[src/rtl/asm_pkg.sv]
package asm_pkg;

    localparam int ACC_W_DEF = 12;
    localparam int EXT_W_DEF = 11;
    localparam int CNT_W_DEF = 5;

    typedef enum logic [2:0] {
        OP_NOP  = 3'd0,
        OP_SHL  = 3'd1,
        OP_SHR  = 3'd2,
        OP_MUL  = 3'd3,
        OP_A2B  = 3'd4,
        OP_B2A  = 3'd5,
        OP_LOAD = 3'd6,
        OP_RSVD = 3'd7
    } op_e;

    typedef enum logic [1:0] {
        PH_IDLE,
        PH_PREP,
        PH_STEP,
        PH_FIN
    } phase_e;

    typedef struct packed {
        logic prep;
        logic step;
        op_e  op;
    } dp_ctl_t;

    function automatic logic is_shift(op_e op);
        return (op == OP_SHL) || (op == OP_SHR);
    endfunction

endpackage

[src/rtl/asm_ctrl.sv]
module asm_ctrl
    import asm_pkg::*;
#(
    parameter int CNT_W     = CNT_W_DEF,
    parameter int MUL_STEPS = ACC_W_DEF
) (
    input  logic             clk,
    input  logic             rst,
    input  logic             cmd_valid,
    input  op_e              cmd_op,
    input  logic [CNT_W-1:0] cmd_count,
    output logic             accept,
    output dp_ctl_t          ctl,
    output logic             busy,
    output logic             done
);
    localparam int MAX_SHIFT = (1 << CNT_W) - 1;
    localparam int MAX_STEPS = (MAX_SHIFT > MUL_STEPS) ? MAX_SHIFT : MUL_STEPS;
    localparam int STEP_W    = $clog2(MAX_STEPS + 1);

    phase_e            phase;
    op_e               op_q;
    logic [CNT_W-1:0]  cnt_q;
    logic [STEP_W-1:0] left_q;

    assign accept   = (phase == PH_IDLE) && cmd_valid;
    assign busy     = (phase == PH_PREP) || (phase == PH_STEP);
    assign done     = (phase == PH_FIN);
    assign ctl.prep = (phase == PH_PREP);
    assign ctl.step = (phase == PH_STEP);
    assign ctl.op   = op_q;

    always_ff @(posedge clk) begin
        if (rst) begin
            phase  <= PH_IDLE;
            op_q   <= OP_NOP;
            cnt_q  <= '0;
            left_q <= '0;
        end else begin
            unique case (phase)
                PH_IDLE: begin
                    if (accept) begin
                        op_q  <= cmd_op;
                        cnt_q <= cmd_count;
                        phase <= PH_PREP;
                    end
                end
                PH_PREP: begin
                    if (op_q == OP_MUL) begin
                        left_q <= STEP_W'(MUL_STEPS);
                        phase  <= PH_STEP;
                    end else if (is_shift(op_q) && (cnt_q != '0)) begin
                        left_q <= STEP_W'(cnt_q);
                        phase  <= PH_STEP;
                    end else begin
                        phase <= PH_FIN;
                    end
                end
                PH_STEP: begin
                    left_q <= left_q - 1'b1;
                    if (left_q == STEP_W'(1)) begin
                        phase <= PH_FIN;
                    end
                end
                PH_FIN: begin
                    phase <= PH_IDLE;
                end
                default: phase <= PH_IDLE;
            endcase
        end
    end

endmodule

[src/rtl/asm_datapath.sv]
module asm_datapath
    import asm_pkg::*;
#(
    parameter int ACC_W = ACC_W_DEF,
    parameter int EXT_W = EXT_W_DEF
) (
    input  logic             clk,
    input  logic             rst,
    input  logic             accept,
    input  logic [ACC_W-1:0] operand,
    input  dp_ctl_t          ctl,
    output logic [ACC_W-1:0] acc,
    output logic [EXT_W-1:0] ext
);
    localparam int W   = ACC_W + EXT_W;
    localparam int PAD = ACC_W - EXT_W;

    logic [ACC_W-1:0] acc_r;
    logic [EXT_W-1:0] ext_r;
    logic [ACC_W-1:0] mcand_r;
    logic [ACC_W-1:0] mreg_r;

    logic [W-1:0] pair;
    logic [W-1:0] shl_v;
    logic [W-1:0] shr_v;
    logic [W-1:0] addend;
    logic [W-1:0] mul_v;

    always_comb begin
        pair   = {acc_r, ext_r};
        shl_v  = {pair[W-2:0], 1'b0};
        shr_v  = {pair[W-1], pair[W-1:1]};
        addend = mreg_r[ACC_W-1] ? {{EXT_W{1'b0}}, mcand_r} : '0;
        mul_v  = shl_v + addend;
    end

    always_ff @(posedge clk) begin
        if (rst) begin
            acc_r   <= '0;
            ext_r   <= '0;
            mcand_r <= '0;
            mreg_r  <= '0;
        end else begin
            if (accept) begin
                mreg_r <= operand;
            end
            if (ctl.prep) begin
                unique case (ctl.op)
                    OP_MUL: begin
                        mcand_r <= acc_r;
                        acc_r   <= '0;
                        ext_r   <= '0;
                    end
                    OP_A2B:  ext_r <= acc_r[EXT_W-1:0];
                    OP_B2A:  acc_r <= {{PAD{1'b0}}, ext_r};
                    OP_LOAD: acc_r <= mreg_r;
                    default: ;
                endcase
            end else if (ctl.step) begin
                unique case (ctl.op)
                    OP_SHL: {acc_r, ext_r} <= shl_v;
                    OP_SHR: {acc_r, ext_r} <= shr_v;
                    OP_MUL: begin
                        {acc_r, ext_r} <= mul_v;
                        mreg_r         <= {mreg_r[ACC_W-2:0], 1'b0};
                    end
                    default: ;
                endcase
            end
        end
    end

    assign acc = acc_r;
    assign ext = ext_r;

endmodule

[src/rtl/acc_shift_mul_unit.sv]
module acc_shift_mul_unit
    import asm_pkg::*;
#(
    parameter int ACC_W = ACC_W_DEF,
    parameter int EXT_W = EXT_W_DEF,
    parameter int CNT_W = CNT_W_DEF
) (
    input  logic             clk,
    input  logic             rst,
    input  logic             cmd_valid,
    input  logic [2:0]       cmd_op,
    input  logic [CNT_W-1:0] cmd_count,
    input  logic [ACC_W-1:0] cmd_operand,
    output logic             busy,
    output logic             done,
    output logic [ACC_W-1:0] acc_q,
    output logic [EXT_W-1:0] ext_q
);
    logic    accept;
    dp_ctl_t ctl;

    asm_ctrl #(
        .CNT_W     (CNT_W),
        .MUL_STEPS (ACC_W)
    ) u_ctrl (
        .clk       (clk),
        .rst       (rst),
        .cmd_valid (cmd_valid),
        .cmd_op    (op_e'(cmd_op)),
        .cmd_count (cmd_count),
        .accept    (accept),
        .ctl       (ctl),
        .busy      (busy),
        .done      (done)
    );

    asm_datapath #(
        .ACC_W (ACC_W),
        .EXT_W (EXT_W)
    ) u_dp (
        .clk     (clk),
        .rst     (rst),
        .accept  (accept),
        .operand (cmd_operand),
        .ctl     (ctl),
        .acc     (acc_q),
        .ext     (ext_q)
    );

endmodule

[config.mk]
export PLATFORM = sky130hd
export DESIGN_NAME = acc_shift_mul_unit
export DESIGN_NICKNAME = d
export VERILOG_FILES = /design/src/rtl/asm_pkg.sv /design/src/rtl/asm_ctrl.sv /design/src/rtl/asm_datapath.sv /design/src/rtl/acc_shift_mul_unit.sv
export SDC_FILE = /design/constraint.sdc
export NUM_CORES = 1
export LEC_CHECK = 0
export ABC_CLOCK_PERIOD_IN_PS = 7100
export BUFFER_PORTS_ARGS = -buffer_cell sky130_fd_sc_hd__buf_2
export CAP_MARGIN = 15
export CORE_MARGIN = 1.5
export CORE_UTILIZATION = 40
export CTS_CLUSTER_SIZE = 24
export DETAILED_ROUTE_END_ITERATION = 7
export PLACE_DENSITY_LB_ADDON = 0.08
export SETUP_SLACK_MARGIN = 0.2
export SLEW_MARGIN = 20
export SYNTH_ARGS = -nofsm -noshare
export SYNTH_HDL_FRONTEND = slang
export SYNTH_SLANG_ARGS = --single-unit
[constraint.sdc]
create_clock -name clk -period 7.1 [get_ports clk]
set_clock_uncertainty 0.2 [all_clocks]
set_input_delay 0 -clock clk [delete_from_list [all_inputs] [get_ports clk]]
set_output_delay 0 -clock clk [all_outputs]
set_load 0.05 [all_outputs]
==> impl_table.tex, run 1 <==
\begin{tabular}{lr}
\hline
Metric & Value \\
\hline
\multicolumn{2}{l}{\textbf{Status}} \\
\quad Result of the run & finished, final reports clean \\
\multicolumn{2}{l}{\textbf{Floorplan}} \\
\quad Horiz. Die Dim & 105 um \\
\quad Num rows & 37 \\
\quad Floorplan die height & 105 um \\
\quad Initial Util & 41.0\% \\
\quad Core area & slightly above 10,000 um2 \\
\quad Number of primary I/O pins & 48 \\
\quad Total Die Area & 11,100 um2 \\
\multicolumn{2}{l}{\textbf{GRT}} \\
\quad First-pass GRT wire length & 21,100 um \\
\quad Aggregate global-route resource usage & 24.2\% \\
\quad Largest net degree at the start of global routing & between 60 and 70 \\
\quad Remaining global-route overflow & 0 \\
\quad Vias in the first global route & 3,935 \\
\quad Initial antenna violation count & 0 \\
\multicolumn{2}{l}{\textbf{Cells and area}} \\
\quad Fraction of the core area covered by cells at the end of the flow & between 40\% and 50\% \\
\quad Final std cell area, no fill & roughly 4900 um2 \\
\quad Layout Area Growth over Synthesis & 15.8\% \\
\quad Fillers & 1,061 \\
\quad Count of antenna diodes in the layout & 0 \\
\quad Layout cells sized above 1 & a little under an eighth \\
\quad Flip-flop and latch area & 1240 um2 \\
\quad Number of nets in the final layout & 664 \\
\quad Footprint of the multi-input gates & roughly 2700 um2 \\
\multicolumn{2}{l}{\textbf{Setup path}} \\
\quad Required time reported for the critical path endpoint & 7.10 ns \\
\quad Kind of start point of the critical path & flop \\
\quad Depth of the most critical reg-to-reg path & 8 \\
\quad Kind of capture point of the worst setup path & flop \\
\quad Critical Path AT & around 3.3 ns \\
\quad Reg-to-reg setup timing slack & about 3.8 ns \\
\quad Peak fanout along the critical path & 46 \\
\quad Setup CP Type & reg -> reg \\
\multicolumn{2}{l}{\textbf{Clocking}} \\
\quad Clock Sink Count & 62 \\
\quad Clock latency at the later pin of the worst-skew pair & 0.34 ns \\
\quad CTS tree & yes \\
\quad Clock root buffer & clkbuf\_8 \\
\quad Register clock-pin slew on the reported worst setup and hold paths & 0.08 ns \\
\quad Maximum level of the CTS H-tree & 3 \\
\quad Clock buffer count from CTS & 9 \\
\quad Bufs on Longest Clock Path & 2 \\
\multicolumn{2}{l}{\textbf{Logic synthesis}} \\
\quad Number of enable flip-flop cells after synthesis & 0 \\
\quad Synthesized flop and latch total & 62 \\
\quad Async SR Flop Fraction & 0\% \\
\quad Cells after synthesis & 587 \\
\quad Netlist area before placement & around 4200 um2 \\
\quad Share of the synthesized area in the top cell type & 29.6\% \\
\quad Main synth FF type & dfxtp\_1 \\
\quad Mean instance size in the synthesized netlist & 7.15 um2 \\
\quad Number of warning messages in the yosys log & 0 \\
\quad Dominant cell by count in the synthesized netlist & nand2\_1 \\
\quad Netlist cell types & 57 \\
\quad Synth cell count leaders & nand2\_1 (107), dfxtp\_1 (62), a21oi\_1 (57) \\
\quad Cell taking the most area after synthesis & dfxtp\_1 \\
\quad Fraction of the yosys area taken by sequential cells & 29.6\% \\
\quad Top cells by area in the synthesized netlist & dfxtp\_1 (30\%), nand2\_1 (9.6\%), a21oi\_1 (6.8\%), ha\_1 (5.4\%), nor2\_1 (4.9\%) \\
\quad Post-synth net total & 629 \\
\multicolumn{2}{l}{\textbf{Detailed routing}} \\
\quad DRC & 0 \\
\quad Routed wire length & 13,200 um \\
\quad Initial DRC count & 403 \\
\quad Wire length per cell after detailed routing & 17.3 um \\
\quad Drt via density & 5.79 \\
\quad Total vias in the final route & approximately 4,400 \\
\quad Drt first pass iters & 5 \\
\quad Number of routed nets with antenna violations & 0 \\
\multicolumn{2}{l}{\textbf{Timing}} \\
\quad Final min period & 3.26 ns \\
\quad Headroom to the max-slew limit & approximately 41\% \\
\quad Max-slew violations & 0 \\
\quad Post-route clock period utilization & 46.0\% \\
\quad Least-Margin Pin Slew & just under 0.9 ns \\
\quad Maximum clock rate & 306 MHz \\
\quad Endpoints failing hold & 0 \\
\quad Hold Worst Slack & 0.100 ns \\
\quad Setup repair after global routing missed its margin & no \\
\quad Number of endpoints failing setup at the final stage & 0 \\
\quad Sum of negative setup slack & 0 ns \\
\multicolumn{2}{l}{\textbf{Placement}} \\
\quad Detailed placer's ending HPWL & 8940 um \\
\quad Placed Area & between 4000 and 5000 um2 \\
\quad Routability cong. & 0.852 \\
\quad Buffers on Ports & 47 \\
\multicolumn{2}{l}{\textbf{Pwr}} \\
\quad Leakage power figure & 0.00184 uW \\
\quad Combinational Power Share & 41.6\% \\
\quad Net switching fraction of the power & 44.9\% \\
\quad Flop pwr share & between 30 and 40\% \\
\quad Power per unit of standard cell area & 295 nW/um2 \\
\quad Fraction of power consumed by the clock network & 22.8\% \\
\quad Internal power & just under 800 uW \\
\quad Power dissipated by switching net loads & 643 uW \\
\quad Peak VDD IR & 140 uV \\
\quad Overall power consumption & between 1000 and 1500 uW \\
\multicolumn{2}{l}{\textbf{Min path}} \\
\quad Cell depth of the worst hold path & 3 \\
\quad Hold crit path type & in -> reg \\
\multicolumn{2}{l}{\textbf{Job}} \\
\quad Total of max-cap violations & 0 \\
\hline
\end{tabular}
==> final timing paths <==
path | startpoint | endpoint
setup / recovery | u_ctrl.phase[1] | u_dp.ext[7]
setup reg to reg | u_ctrl.phase[1] | u_dp.ext[7]
hold reg to reg | u_dp.mcand_r[5] | u_dp.mcand_r[5]
hold / removal | rst | u_ctrl.phase[1]
==> area by class of cell <==
class | count | share of cell area, %
clock buffers | 13 | 3.27
flip-flops and latches | 62 | 25.5
well taps | 136 | 3.50
multi-input cells | 465 | 56.1
repair buffers | 72 | 9.79
clock inverters | 3 | 0.876
inverters | 12 | 0.927
==> registers in the layout (all words and copies together) (netlist names) <==
register,cells
u_ctrl.cnt_q,5
u_ctrl.left_q,5
u_dp.ext,11
u_dp.mcand_r,12
u_ctrl.phase,2
u_dp.mreg_r,12
u_ctrl.op_q,3
u_dp.acc,12
==> power by group through the flow <==
stage | Sequential (uW) | Clock (uW) | Combinational [uW]
floorplan | 545 | 0 | 404
global placement | 516 | 0 | 577
detailed placement | 516 | 0 | 585
CTS | 508 | 334 | 597
global route | 519 | 347 | 662
finish | 509 | 327 | 597
==> cells by family after synthesis <==
family	Yosys count	synth area share, %
AND/OR/NAND/NOR	246	26.3
adder cells (fa/ha/maj)	19	5.85
flip-flops	62	29.6
XOR/XNOR	13	2.71
multiplexers	9	2.18
buffers and inverters	60	5.58
AO/OA/AOI/OAI	178	27.8
==> cell usage in the layout (no fill, tap or decap), drive strengths merged, types with 15 or more instances in the layout <==
cell,Yosys,routed
a311oi,16,16
ha,18,18
nor2,55,55
dfxtp,62,62
dlygate4sd3,0,21
nand2,107,107
buf,8,51
a21oi,57,57
and2,15,15
o21ai,30,30
nor3,31,31
==> metal layers <==
layer  global-route usage [%]  vias to the layer above  wire, um
met2                     37.2                      145      5900
met5                        0                        -         0
met4                     8.71                        0       294
met3                     3.83                       23       774
li1                         -                     2165         -
met1                     34.1                     2086      6260
==> timing repair <==
item,CTS,global route
resized for setup,0,0
endpoints found under the hold margin,21,0
hold buffers,21,0
setup buffers,0,0
==> stage by stage <==
stage               setup WS, ns  cells
floorplan                   4.30    587
global placement            3.64    726
detailed placement          3.50    726
CTS                         3.47    763
global route                3.56    763
finish                      3.84    763
==> critical path, cell delays in order (launching register included) <==
cell     delay, ns
dfxtp_1       0.35
inv_1         0.11
ha_1          0.15
buf_4         0.41
nand2_1       0.27
nor3_2        0.62
o21a_1        0.68
o311a_1       0.28
nor3_1        0.04
No activity file was read; power rests on OpenSTA's default activity.
==> run 2: changes to the inputs <==
--- a/config.mk
+++ b/config.mk
@@ -5,7 +5,7 @@
 export SDC_FILE = /design/constraint.sdc
 export NUM_CORES = 1
 export LEC_CHECK = 0
-export ABC_CLOCK_PERIOD_IN_PS = 7100
+export ABC_CLOCK_PERIOD_IN_PS = 2800
 export BUFFER_PORTS_ARGS = -buffer_cell sky130_fd_sc_hd__buf_2
 export CAP_MARGIN = 15
 export CORE_MARGIN = 1.5
==> constraint.sdc (replaced) <==
create_clock -name clk -period 2.8 [get_ports clk]
set_clock_uncertainty 0.2 [all_clocks]
set_input_delay 0 -clock clk [delete_from_list [all_inputs] [get_ports clk]]
set_output_delay 0 -clock clk [all_outputs]
set_load 0.05 [all_outputs]
==> run 2 against run 1 <==
Effect of this change: first-iteration DRC count is 33% lower; non-clock buffer count is 46 higher; worst hold slack better by 0.14 ns; global-route usage is 2.2 points higher; sequential cell count stayed put; die area stayed put; count of clock-buffer cells in the layout stayed put.
==> impl_table.tex, run 2 (same netlist as run 1, synthesis figures left out) <==
\begin{tabular}{lr}
\hline
Metric & Value \\
\hline
\multicolumn{2}{l}{\textbf{Status}} \\
\quad Result of the run & finished, final reports clean \\
\multicolumn{2}{l}{\textbf{Placement}} \\
\quad Buffers on Ports & 47 \\
\quad Cell Count Post-Placement & 757 \\
\quad Routability cong. & 0.934 \\
\quad Detailed placer's ending HPWL & 9870 um \\
\multicolumn{2}{l}{\textbf{Detailed routing}} \\
\quad DRC & 0 \\
\quad Drt first pass iters & 4 \\
\quad Total vias in the final route & 4,634 \\
\quad Initial DRC count & 268 \\
\quad Routed wire length & between 10,000 and 15,000 um \\
\quad Number of routed nets with antenna violations & 0 \\
\quad Wire length per cell after detailed routing & 18.0 um \\
\quad Drt via density & approximately 5.7 \\
\multicolumn{2}{l}{\textbf{Min path}} \\
\quad Hold crit path type & in -> reg \\
\multicolumn{2}{l}{\textbf{Clocking}} \\
\quad Clock root buffer & clkbuf\_8 \\
\quad Bufs on Longest Clock Path & 2 \\
\quad Clock Sink Count & 62 \\
\quad CTS tree & yes \\
\quad Maximum level of the CTS H-tree & 3 \\
\quad Register clock-pin slew on the reported worst setup and hold paths & 0.08 ns \\
\quad Clock buffer count from CTS & 9 \\
\quad Clock latency at the later pin of the worst-skew pair & 0.36 ns \\
\multicolumn{2}{l}{\textbf{Cells and area}} \\
\quad Count of antenna diodes in the layout & 0 \\
\quad Fillers & 1,007 \\
\quad Flip-flop and latch area & roughly 1300 um2 \\
\quad Fraction of the core area covered by cells at the end of the flow & between 50 and 60\% \\
\quad Layout Area Growth over Synthesis & 31.1\% \\
\quad Footprint of the multi-input gates & 2990 um2 \\
\quad Top library cells by usage in the layout, fill and taps aside & nand2\_1 (105), nor2\_1 (53), dfxtp\_1 (51), a21oi\_1 (50), buf\_2 (48) \\
\quad Count of non-filler cells in the finished layout & 809 \\
\quad Number of nets in the final layout & between 700 and 800 \\
\quad Layout cells sized above 1 & a little under a quarter \\
\quad Most common cell after layout, fill and taps aside & nand2\_1 \\
\multicolumn{2}{l}{\textbf{Timing}} \\
\quad Final min period & 2.55 ns \\
\quad Post-route clock period utilization & 90.9\% \\
\quad Number of endpoints failing setup at the final stage & 0 \\
\quad Endpoints failing hold & 0 \\
\quad Maximum clock rate & a little under 400 MHz \\
\quad Setup repair after global routing missed its margin & yes \\
\quad Least-Margin Pin Slew & 0.546 ns \\
\quad Headroom to the max-slew limit & around 64\% \\
\quad Max-slew violations & 0 \\
\multicolumn{2}{l}{\textbf{Pwr}} \\
\quad Peak VDD IR & 375 uV \\
\quad Overall power consumption & 3850 uW \\
\quad Power per unit of standard cell area & $\sim$700 nW/um2 \\
\quad Leakage power figure & slightly above 0.002 uW \\
\multicolumn{2}{l}{\textbf{GRT}} \\
\quad Initial antenna violation count & 0 \\
\quad Largest net degree at the start of global routing & 37 \\
\quad Aggregate global-route resource usage & a little over a quarter \\
\quad Vias in the first global route & 4,323 \\
\quad Remaining global-route overflow & 0 \\
\quad First-pass GRT wire length & around 23,000 um \\
\multicolumn{2}{l}{\textbf{Floorplan}} \\
\quad Floorplan die height & 105 um \\
\quad Horiz. Die Dim & between 100 and 150 um \\
\quad Initial Util & 41.0\% \\
\quad Core area & 10,200 um2 \\
\quad Total Die Area & $\sim$11,000 um2 \\
\quad Num rows & 37 \\
\quad Number of primary I/O pins & 48 \\
\multicolumn{2}{l}{\textbf{Setup path}} \\
\quad Kind of start point of the critical path & flop \\
\quad Required time reported for the critical path endpoint & 2.83 ns \\
\quad Kind of capture point of the worst setup path & flop \\
\quad Peak fanout along the critical path & 7 \\
\quad Critical Path AT & 2.57 ns \\
\quad Setup CP Type & reg -> reg \\
\multicolumn{2}{l}{\textbf{Job}} \\
\quad Total of max-cap violations & 0 \\
\hline
\end{tabular}
-- run 2: changes by cell type in the layout (fill, tap and decap cells not counted), sizes merged --
cell,previous run,this run
dlygate4sd3,21,30
clkinv,1,2
bufinv,1,0
buf,51,88
-- run 2: worst max-delay path, stage by stage, from the launching register on --
cell      delay [ns]
dfxtp_4         0.38
buf_6           0.13
and2_1          0.18
ha_4            0.30
nand4_1         0.20
a21oi_4         0.27
o211ai_4        0.10
buf_6           0.15
o31a_1          0.28
o21ai_2         0.13
a211oi_1        0.08
-- run 2: layout make-up --
cell class / instances / area share [%]
Inverter: 12 / 0.819
Timing Repair Buffer: 118 / 15.4
Tap cell: 136 / 3.09
Clock inverter: 3 / 0.319
Sequential cell: 62 / 22.9
Clock buffer: 13 / 3.07
Multi-Input combinational cell: 465 / 54.4
-- run 2: final timing paths --
path                                      start         endpoint  slack (ns)  depth (start not counted)
worst max-delay path            u_dp.mreg_r[11]     u_dp.acc[11]        0.25                         10
worst min-delay path                  cmd_op[2]   u_ctrl.op_q[2]        0.24                          4
worst max register to register  u_dp.mreg_r[11]     u_dp.acc[11]        0.25                         10
worst min register to register  u_dp.mcand_r[4]  u_dp.mcand_r[4]        0.25                          2
-- run 2: per-layer routing --
| metal | global-route usage (%) | vias to the layer above | routed length (um) |
|---|---|---|---|
| li1 | - | 2246 | - |
| met4 | 8.12 | 0 | 340 |
| met3 | 6.06 | 23 | 801 |
| met5 | 0 | - | 0 |
| met2 | 43.2 | 137 | 6890 |
| met1 | 34.4 | 2228 | 6550 |
-- run 2: where the power goes --
group	internal, uW	switching [uW]
sequential	1040	200
clock	391	382
combinational	685	1150
-- run 2: per-stage QoR --
stage                     hold WS, ns  setup WS [ns]  setup TNS [ns]  instance area, um2
after global routing            0.256          0.124               0                5500
final                           0.244          0.254               0                5500
after CTS                       0.232          0.204               0                5330
after detailed placement       0.0512        -0.0428         -0.0428                4690
after floorplan               -0.0640          0.164               0                4220
after global placement         0.0408         0.0211               0                4690
-- run 2: timing repair --
action,CTS,global route
hold endpoints to repair,29,0
pin swaps,11,14
cloned,0,1
setup buffers,3,2
hold buffers,30,0
gates resized for setup,24,31
endpoints found under the setup margin,14,29
==> run 3: changes to the inputs <==
--- a/config.mk
+++ b/config.mk
@@ -12,6 +12,7 @@
 export CORE_UTILIZATION = 40
 export CTS_CLUSTER_SIZE = 24
 export DETAILED_ROUTE_END_ITERATION = 7
+export GPL_TIMING_DRIVEN = 0
 export PLACE_DENSITY_LB_ADDON = 0.08
 export SETUP_SLACK_MARGIN = 0.2
 export SLEW_MARGIN = 20
==> run 3 against run 2 <==
Effect of this change: sequential share of layout area shrank 0.38 points; register-to-register slack lost 0.21 ns; die area is the same; cell area grew 1.8%; critical path depth is the same; utilization grew 0.95 points; count of clock-buffer cells in the layout shrank 3; first-iteration DRC count grew 90%; critical path type unchanged; critical endpoint is now u_dp.acc[2]; largest cell class unchanged.
==> impl_table.tex, run 3 (same netlist as run 1, synthesis figures left out) <==
\begin{tabular}{lr}
\hline
Metric & Value \\
\hline
\multicolumn{2}{l}{\textbf{Timing}} \\
\quad Final worst-path setup slack & 0.0483 ns \\
\quad Setup repair after global routing missed its margin & yes \\
\quad Final min period & 2.75 ns \\
\quad Post-route clock period utilization & 98.3\% \\
\quad Maximum clock rate & 363 MHz \\
\quad Max-slew violations & 0 \\
\quad Endpoints failing hold & 0 \\
\quad Number of endpoints failing setup at the final stage & 0 \\
\quad Headroom to the max-slew limit & 45.8\% \\
\quad Least-Margin Pin Slew & 0.813 ns \\
\multicolumn{2}{l}{\textbf{Placement}} \\
\quad Detailed placer's ending HPWL & approximately 11,000 um \\
\quad Buffers on Ports & 47 \\
\quad Routability cong. & between 0.9 and 1 \\
\quad Worst slack at placement & -0.344 ns \\
\quad Cell Count Post-Placement & 770 \\
\multicolumn{2}{l}{\textbf{GRT}} \\
\quad Initial antenna violation count & 0 \\
\quad Remaining global-route overflow & 0 \\
\quad First-pass GRT wire length & about 24,000 um \\
\quad Aggregate global-route resource usage & 28.4\% \\
\quad Vias in the first global route & 4,480 \\
\quad Largest net degree at the start of global routing & 13 \\
\multicolumn{2}{l}{\textbf{Pwr}} \\
\quad Power dissipated by switching net loads & 1820 uW \\
\quad Combinational Power Share & 45.9\% \\
\quad Fraction of power consumed by the clock network & 21.5\% \\
\quad Peak VDD IR & about 420 uV \\
\quad Power per unit of standard cell area & 698 nW/um2 \\
\quad Leakage power figure & 0.00204 uW \\
\quad Overall power consumption & 3900 uW \\
\quad Flop pwr share & 32.6\% \\
\quad Internal power & 2080 uW \\
\quad Net switching fraction of the power & 46.7\% \\
\multicolumn{2}{l}{\textbf{Cells and area}} \\
\quad Most common cell after layout, fill and taps aside & nand2\_1 \\
\quad Count of non-filler cells in the finished layout & slightly above 800 \\
\quad Top library cells by usage in the layout, fill and taps aside & nand2\_1 (106), nor2\_1 (52), buf\_2 (51), dfxtp\_1 (50), a21oi\_1 (48) \\
\quad Count of antenna diodes in the layout & 0 \\
\quad Fraction of the core area covered by cells at the end of the flow & 54.7\% \\
\quad Number of nets in the final layout & $\sim$730 \\
\quad Layout cells sized above 1 & 24.7\% \\
\quad Layout Area Growth over Synthesis & 33.4\% \\
\multicolumn{2}{l}{\textbf{Floorplan}} \\
\quad Number of primary I/O pins & 48 \\
\quad Initial Util & 41.0\% \\
\quad Num rows & 37 \\
\quad Total Die Area & 11,100 um2 \\
\quad Core area & 10,200 um2 \\
\quad Horiz. Die Dim & $\sim$110 um \\
\quad Floorplan die height & 105 um \\
\multicolumn{2}{l}{\textbf{Clocking}} \\
\quad CTS tree & yes \\
\quad Clock buffer count from CTS & 9 \\
\quad Bufs on Longest Clock Path & 2 \\
\quad Clock root buffer & clkbuf\_8 \\
\quad Clock Sink Count & 62 \\
\quad Clock latency at the later pin of the worst-skew pair & 0.36 ns \\
\quad Register clock-pin slew on the reported worst setup and hold paths & 0.09 ns \\
\quad Maximum level of the CTS H-tree & 3 \\
\multicolumn{2}{l}{\textbf{Detailed routing}} \\
\quad Total vias in the final route & 4,838 \\
\quad Wire length per cell after detailed routing & approximately 20 um \\
\quad DRC & 0 \\
\quad Drt first pass iters & 5 \\
\quad Initial DRC count & 510 \\
\quad Number of routed nets with antenna violations & 0 \\
\quad Routed wire length & 16,100 um \\
\quad Drt via density & 5.87 \\
\multicolumn{2}{l}{\textbf{Setup path}} \\
\quad Required time reported for the critical path endpoint & 2.83 ns \\
\quad Critical Path AT & 2.78 ns \\
\quad Start point of the critical path & u\_dp.mreg\_r[11] \\
\quad CP Cell Sequence & buf\_4, and2\_4, ha\_4, o211ai\_1, a21oi\_4, o21a\_4, o31ai\_4, xnor2\_1, o311ai\_2, nand2\_1 \\
\quad Worst-path cell with the longest stage delay & dfxtp\_4 \\
\quad Kind of capture point of the worst setup path & flop \\
\quad Critical path buffers and inverters & 1 \\
\quad CP peak stage delay & 0.38 ns \\
\quad Startpoint of the lowest-slack register-to-register path & u\_dp.mreg\_r[11] \\
\quad Critical path's top delay family & compound AO/OA/AOI/OAI gates \\
\quad Peak fanout along the critical path & 6 \\
\quad Kind of start point of the critical path & flop \\
\quad Setup CP Type & reg -> reg \\
\multicolumn{2}{l}{\textbf{Min path}} \\
\quad Worst Min Path Start & cmd\_count[2] \\
\quad Hold crit path type & in -> reg \\
\multicolumn{2}{l}{\textbf{Job}} \\
\quad Total of max-cap violations & 0 \\
\multicolumn{2}{l}{\textbf{Status}} \\
\quad Result of the run & finished, final reports clean \\
\hline
\end{tabular}
## run 3: changes by cell type in the layout (fill, tap and decap cells not counted), moves of 3 or more
cell / change
buf_1: +3
buf_2: +3
buf_4: -25
clkbuf_1: +25
clkbuf_2: +12
clkbuf_8: -3
dlygate4sd3_1: -8
nor3_1: -6
nor3_2: +6
o21ai_0: -4
## run 3: worst reg2reg max path, cell delays in order, from the launching register on
cell and delay, ns:
dfxtp_4 0.38, buf_4 0.16, and2_4 0.16, ha_4 0.23, o211ai_1 0.28, a21oi_4 0.07
o21a_4 0.25, o31ai_4 0.36, xnor2_1 0.15, o311ai_2 0.29, nand2_1 0.09
## run 3: stage by stage
stage | cell area (um2) | hold WS (ns) | setup TNS (ns)
after floorplan | 4220 | -0.0640 | 0
after global placement | 4620 | 0.0421 | -2.70
after detailed placement | 4620 | 0.0463 | -3.04
after CTS | 5330 | 0.215 | 0
after global routing | 5600 | 0.242 | -0.0524
final | 5600 | 0.216 | 0
## run 3: worst paths after layout
path	end	slack, ns	cells after the start
worst max-delay path	u_dp.acc[2]	0.05	10
worst min-delay path	u_ctrl.cnt_q[2]	0.22	4
worst max register to register	u_dp.acc[2]	0.05	10
worst min register to register	u_dp.mcand_r[11]	0.26	2
## run 3: metal layers
metal	vias up	global-route usage, %	routed length [um]
li1	2291	-	-
met1	2259	38.7	6950
met2	231	43.8	7170
met3	57	6.31	1420
met4	0	10.1	552
met5	-	0	0
## run 3: cell type report
class / instances / area [um2]
Clock inverter: 6 / 71.3
Buffer: 48 / 223
Timing Repair Buffer: 84 / 588
Clock buffer: 10 / 128
Sequential cell: 62 / 1260
Inverter: 12 / 45.0
Multi-Input combinational cell: 466 / 3110
Tap cell: 136 / 170
Fill cell: 1017 / 4630
## run 3: repair_timing
action / CTS / global route
gates cloned: 2 / 0
resized for setup: 46 / 61
setup buffers: 7 / 7
endpoints found under the setup margin: 43 / 42
hold buffers: 22 / 0
pin swaps: 25 / 37
hold endpoints to repair: 26 / 0
## run 3: power by group through the flow
stage | Clock [uW] | Combinational [uW] | Sequential (uW)
after global routing | 874 | 1930 | 1290
after detailed placement | 0 | 1600 | 1270
final | 839 | 1790 | 1270
after CTS | 842 | 1710 | 1260
after floorplan | 0 | 1030 | 1390
after global placement | 0 | 1590 | 1270
